$ cat src/rtl/irq_vec_pkg.sv
package irq_vec_pkg;
  localparam int SRC_RX = 0;
  localparam int SRC_TX = 1;
  localparam int DEF_NUM_SRC = 2;
  localparam int DEF_VEC_W = 16;
  localparam int VEC_STEP = 2;
  // transmit-empty set out of reset, receive-ready clear
  localparam logic [DEF_NUM_SRC-1:0] DEF_FLAG_RST = 2'b10;

  function automatic int vec_code(input int idx);
    return VEC_STEP * (idx + 1);
  endfunction
endpackage

$ cat src/rtl/irq_flag_cell.sv
module irq_flag_cell #(
  parameter logic RST_VAL = 1'b0
) (
  input  logic clk,
  input  logic rst_n,
  input  logic soft_rst,
  input  logic set_evt,
  input  logic clr_evt,
  input  logic ack,
  input  logic wr_en,
  input  logic wr_val,
  output logic flag
);
  logic flag_nxt;

  always_comb begin
    flag_nxt = flag;
    if (soft_rst)              flag_nxt = RST_VAL;
    else if (set_evt)          flag_nxt = 1'b1;   // set never lost
    else if (wr_en)            flag_nxt = wr_val;
    else if (clr_evt || ack)   flag_nxt = 1'b0;
  end

  always_ff @(posedge clk or negedge rst_n) begin
    if (!rst_n) flag <= RST_VAL;
    else        flag <= flag_nxt;
  end
endmodule

$ cat src/rtl/irq_prio_enc.sv
module irq_prio_enc #(
  parameter int NUM_SRC = 2,
  parameter int VEC_W   = 16
) (
  input  logic [NUM_SRC-1:0] pend,
  output logic [NUM_SRC-1:0] grant,
  output logic [VEC_W-1:0]   vec
);
  import irq_vec_pkg::*;

  // lowest index wins: scan from the top so it is assigned last
  always_comb begin
    grant = '0;
    vec   = '0;
    for (int i = NUM_SRC - 1; i >= 0; i--) begin
      if (pend[i]) begin
        grant    = '0;
        grant[i] = 1'b1;
        vec      = VEC_W'(vec_code(i));
      end
    end
  end
endmodule

$ cat src/rtl/irq_vec_gen.sv
module irq_vec_gen
  import irq_vec_pkg::*;
#(
  parameter int                 NUM_SRC  = DEF_NUM_SRC,
  parameter int                 VEC_W    = DEF_VEC_W,
  parameter logic [NUM_SRC-1:0] FLAG_RST = DEF_FLAG_RST
) (
  input  logic               clk,
  input  logic               rst_n,
  input  logic               soft_rst,
  input  logic [NUM_SRC-1:0] src_set,
  input  logic [NUM_SRC-1:0] src_clr,
  input  logic               flag_wr_en,
  input  logic [NUM_SRC-1:0] flag_wr_data,
  input  logic               en_wr_en,
  input  logic [NUM_SRC-1:0] en_wr_data,
  input  logic               vec_access,
  output logic [NUM_SRC-1:0] flags,
  output logic [NUM_SRC-1:0] enables,
  output logic [VEC_W-1:0]   vector,
  output logic               irq
);
  logic [NUM_SRC-1:0] pend;
  logic [NUM_SRC-1:0] grant;
  logic [NUM_SRC-1:0] ack;

  assign pend = flags & enables;
  assign ack  = grant & {NUM_SRC{vec_access}};

  irq_prio_enc #(.NUM_SRC(NUM_SRC), .VEC_W(VEC_W)) u_enc (
    .pend (pend),
    .grant(grant),
    .vec  (vector)
  );

  for (genvar g = 0; g < NUM_SRC; g++) begin : g_src
    irq_flag_cell #(.RST_VAL(FLAG_RST[g])) u_flag (
      .clk     (clk),
      .rst_n   (rst_n),
      .soft_rst(soft_rst),
      .set_evt (src_set[g]),
      .clr_evt (src_clr[g]),
      .ack     (ack[g]),
      .wr_en   (flag_wr_en),
      .wr_val  (flag_wr_data[g]),
      .flag    (flags[g])
    );
  end

  always_ff @(posedge clk or negedge rst_n) begin
    if (!rst_n)        enables <= '0;
    else if (soft_rst) enables <= '0;
    else if (en_wr_en) enables <= en_wr_data;
  end

  always_ff @(posedge clk or negedge rst_n) begin
    if (!rst_n)        irq <= 1'b0;
    else if (soft_rst) irq <= 1'b0;
    else               irq <= |pend;
  end
endmodule

$ cat config.mk
export PLATFORM = sky130hd
export DESIGN_NAME = irq_vec_gen
export DESIGN_NICKNAME = d
export VERILOG_FILES = /design/src/rtl/irq_vec_pkg.sv /design/src/rtl/irq_flag_cell.sv /design/src/rtl/irq_prio_enc.sv /design/src/rtl/irq_vec_gen.sv
export SDC_FILE = /design/constraint.sdc
export NUM_CORES = 1
export LEC_CHECK = 0
export ABC_AREA = 1
export BUFFER_PORTS_ARGS = -buffer_cell sky130_fd_sc_hd__buf_4
export CAP_MARGIN = 5
export CORE_AREA = 5 5 42 44
export CTS_CLUSTER_SIZE = 10
export DETAILED_ROUTE_END_ITERATION = 12
export DIE_AREA = 0 0 47 49
export GPL_TIMING_DRIVEN = 0
export SLEW_MARGIN = 0
export SYNTH_ARGS = -nofsm -noshare
export SYNTH_HDL_FRONTEND = slang
export SYNTH_SLANG_ARGS = --single-unit
$ cat constraint.sdc
create_clock -name clk -period 2 [get_ports clk]
set_clock_uncertainty 0.2 [all_clocks]
set_input_delay 0.4 -clock clk [delete_from_list [all_inputs] [get_ports clk]]
set_output_delay 0.4 -clock clk [all_outputs]
set_load 0.1 [all_outputs]
-- Word-level counts from Yosys, hierarchy flattened
Cells that the tools add are included.
- bits in latches: 0
- bits in writable memories: 0
- memories: 0
- memory bits (read-only): 0
- bits in registers: 5
- output and inout bits: 21
- $mul: 0
- equality and inequality tests: 0
- add/subtract/negate cells: 0
- mux-type cells: 15
- bitwise gates (word level): 2
- order comparisons: 0
- shifts and indexed selects: 0
- divide/modulo/power cells: 0
- reduce and logical (&&, ||, !) cells: 6
- operators by type and width (operator ; number):
    1-bit two-way mux ; 9
    2-bit two-way mux ; 4
    4-bit nonzero test ; 2
    3-bit two-way mux ; 2
    2-bit AND ; 2
    1-bit logical OR ; 2
    2-bit nonzero test ; 1
    2-bit OR reduction ; 1

-- Longest topological paths before layout
- depth in word-level cells: 9
- mapped depth: 4

-- By module
From an unflattened synthesis, not the netlist that was laid out.
- cell total of the unflattened synthesis: 59
- area, all modules: 407.9 µm²
- modules (own cells, without submodules) (module ; cells each ; area each (µm²) ; times used):
    irq_vec_gen ; 20 ; 145.1 ; 1
    irq_prio_enc ; 20 ; 141.4 ; 1
    irq_flag_cell (g_src[0].u_flag) ; 9 ; 61.3 ; 1
    irq_flag_cell (g_src[1].u_flag) ; 10 ; 60.1 ; 1

-- Least setup slack after synthesis
OpenSTA, ideal clock, no wires.
- path kind: register to output
- start: reg enables[0]
- end: out vector[2]
- required time: 1400 ps
- slack: -1410 ps
- data arrival time: 2810 ps
- cell stages (with the launch flop): 4
- path through: dfrtp_1 nand2_1 inv_1 nor2_1
- longest elaborated chain between the ends: 2
- RTL lines (what ; line ; text):
    start, declared ; irq_vec_gen.sv:19 ; output logic [NUM_SRC-1:0] enables,
    start signal, assigned ; irq_vec_gen.sv:53 ; else if (en_wr_en) enables <= en_wr_data;
    2-bit AND ; irq_vec_gen.sv:27 ; assign pend = flags & enables;
    3-bit two-way mux ; irq_prio_enc.sv:16 ; if (pend[i]) begin
    end, declared ; irq_vec_gen.sv:20 ; output logic [VEC_W-1:0] vector,
No other way between the ends.

-- Final worst setup path
Same ends and word-level chain as after synthesis.

==> summary.md <==
| Metric | Value |
|---|---|
| Post-synth cell types | 13 |
| Fmax | 0.5239 GHz |
| Max cap viols | 0 |
| # fillers | 159 |
| Initial DRC Count | 3 |
| Worst ir drop on vdd | 0.0002636 V |
| Slowest stage delay, CP | 490 ps |
| Largest net degree at the start of global routing | 6 |
| Final hold violations | 0 |
| Die H | 49 um |
| CP Launch Type | flop |
| Row count | 14 |
| Area of the mapped netlist | 364.1 um^2 |
| WL final | 896 um |
| Status | finished clean |
| Die ar. | 2303 um^2 |
| # port buffers | 20 |
| Crit Path Max Fanout | 4 |
| GR met2 Demand/Resource | 0.1222 |
| CTS tree | built |
| RSZ-0062 raised after global routing | false |
| First-pass GRT wire length | 1366 um |
| GRT Total Usage | 0.08127 |
| GR peak layer | met2 |
| Root Buffer | clkbuf_4 |
| Clk Latency, worst-skew pair | 240 ps |
| Initial antenna violation count | 0 |
| CP delay by family, top | flip-flops |
| Endpoints failing setup | 0 |
| Hold Crit Class | input pin to flop |
| Final min period | 1909 ps |
| Core ar. | 1401 um^2 |
| Hold Slack | 141.2 ps |
| Drt pass-1 iters | 4 |
| Synth Area per Inst | 7.747 um^2 |
| Final HPWL DP | 823 um |
| Hold path endpoint | g_src[0].u_flag.flag |
| Critical path's slowest cell | dfrtp_4 |
| Global route overflow | 0 |
| Final Slew Violations | 0 |
| Worst Reg-to-Reg Cells | 3 |
| DRC violations left | 0 |
| Worst reg2reg startpoint | g_src[1].u_flag.flag |
| Synth Instances | 47 |
| Hold path start | soft_rst |
| Crit path buffers/inverters | 2 |
| Number of synthesized register bits | 5 |
| Synth-to-Final Area Change | 76.29% |
| Setup crit end kind | output pin |
| Worst path arrival time | 1310 ps |
| Pleak | 0.3668 nW |
| Cells along the critical path | nand2_4 -> clkinvlp_4 -> nor2_4 -> buf_4 |
| Htree depth | 1 |
| WL/cell | 8.871 um |
| Routed via count | 368 |
| # IOs | 35 |
| GR Layer Usage met1 | 0.08889 |
| Worst r2r dst | g_src[1].u_flag.flag |
| Routed Antenna Nets | 0 |
| Post-CTS Setup Bufs | 0 |
| FF-to-FF setup slack | 890 ps |
| Vias in the first global route | 370 |
| Yosys warning count | 0 |
| Initial Util | 0.2598 |
| Post-route cell area | 641.9 um^2 |
| Total CTS buffers | 3 |
| DR vias/cell | 3.644 |
| Final TNS setup | 0 ps |
| Area of placed instances | 605.6 um^2 |
| Met3 Use GR | 0.04428 |
| Final worst path period share | 0.9544 |
| Final Net Count | 100 |
| Routability cong. | 0.8019 |
| Clk sink count | 5 |
| Seq/Total Area, Yosys | 0.3471 |
| Clk pin slew, worst setup/hold paths | 40 ps |
| Worst Hold Depth | 2 |
| Clock Path Buffers | 2 |
| Worst EP required | 1400 ps |
| N_diodes | 0 |
| PD cells | 743.9 nW/um^2 |
| Layout cell share with drive strength beyond 1 | 0.5176 |
| CP Class | flop to output pin |
| Chip Width | 47 um |
| Tot Pwr | 0.4775 mW |
-- report_power, final --
part | total [mW] | internal (mW) | switching (mW)
Clock | 0.112 | 0.0751 | 0.0372
Combinational | 0.250 | 0.0557 | 0.194
Sequential | 0.115 | 0.109 | 0.00602
Total | 0.477 | 0.240 | 0.238
-- logic make-up (layout without fill, tap and decap cells) --
family,count (synthesis),after routing,synth area share
other cells,1,14,0.01030
buf+inv,21,46,0.3815
compound gates,6,6,0.08248
flops,5,5,0.3471
simple gates,14,14,0.1787
-- placed cells by master (no fill, tap or decap) --
| master | count |
|---|---|
| nand2_1 | 5 |
| or2_0 | 1 |
| clkbuf_1 | 1 |
| nor2_4 | 1 |
| clkinvlp_4 | 1 |
| dfrtp_4 | 1 |
| inv_1 | 4 |
| nor2_1 | 1 |
| conb_1 | 14 |
| nand4_1 | 1 |
| a21oi_1 | 4 |
| buf_4 | 36 |
| dlygate4sd3_1 | 1 |
| nand3_1 | 3 |
| nor3b_1 | 1 |
| o21ai_1 | 2 |
| dfstp_2 | 1 |
| clkbuf_4 | 3 |
| nand2_4 | 1 |
| dfrtp_1 | 3 |
-- state kept, by name, indices dropped and copies added, names as in the netlist --
| signal | count |
|---|---|
| irq | 1 |
| g_src.u_flag.flag | 2 |
| enables | 2 |
-- cell usage after synthesis (all sizes together) --
library cell	instances	area (um^2)
nand3	3	15.01
nor3b	1	7.510
nand4	1	6.260
nor2	2	7.510
buf	16	120.1
nand2	6	22.52
dfrtp	4	100.1
inv	5	18.77
or2	1	6.260
o21ai	2	10.01
conb	1	3.750
a21oi	4	20.02
dfstp	1	26.28
-- cell type report --
cell class / count / area (um^2) / share of cell area
Buffer: 16 / 120.1 / 0.1871
Multi-Input combinational cell: 34 / 162.7 / 0.2534
Tap cell: 16 / 20.02 / 0.03119
Inverter: 5 / 22.52 / 0.03509
Timing Repair Buffer: 21 / 160.2 / 0.2495
Clock buffer: 4 / 26.28 / 0.04094
Sequential cell: 5 / 130.1 / 0.2027
-- stage by stage --
stage | utilization | instances | setup slack [ps]
2_1_floorplan | - | 60 | -441.3
3_3_place_gp | 0.4321 | 96 | 350.5
3_5_place_dp | 0.4321 | 96 | 334.5
4_1_cts | 0.4580 | 101 | 73.36
5_1_grt | 0.4580 | 101 | 43.73
6_report | 0.4580 | 101 | 91.11
-- metal layers --
layer,vias to the layer above,part of all wire
met5,-,0
met4,0,0
met3,0,0.15
met2,26,0.47
met1,147,0.37
li1,195,-
-- how the worst max path moves through the flow --
| stage | start | to | slack, ps | cells past startpoint |
|---|---|---|---|---|
| after global routing | enables[0] | vector[2] | 40 | 4 |
| final | enables[0] | vector[2] | 90 | 4 |
| after floorplan | enables[0] | vector[2] | -440 | 3 |
| after global placement | enables[0] | vector[2] | 350 | 4 |
| after CTS | enables[0] | vector[2] | 70 | 4 |
| after detailed placement | enables[0] | vector[2] | 330 | 4 |
-- what timing repair did --
item / CTS / global route
hold buffers: 1 / 0
hold endpoints to repair: 5 / 0
gates resized for setup: 0 / 0
(Power assumes the default switching activity.)
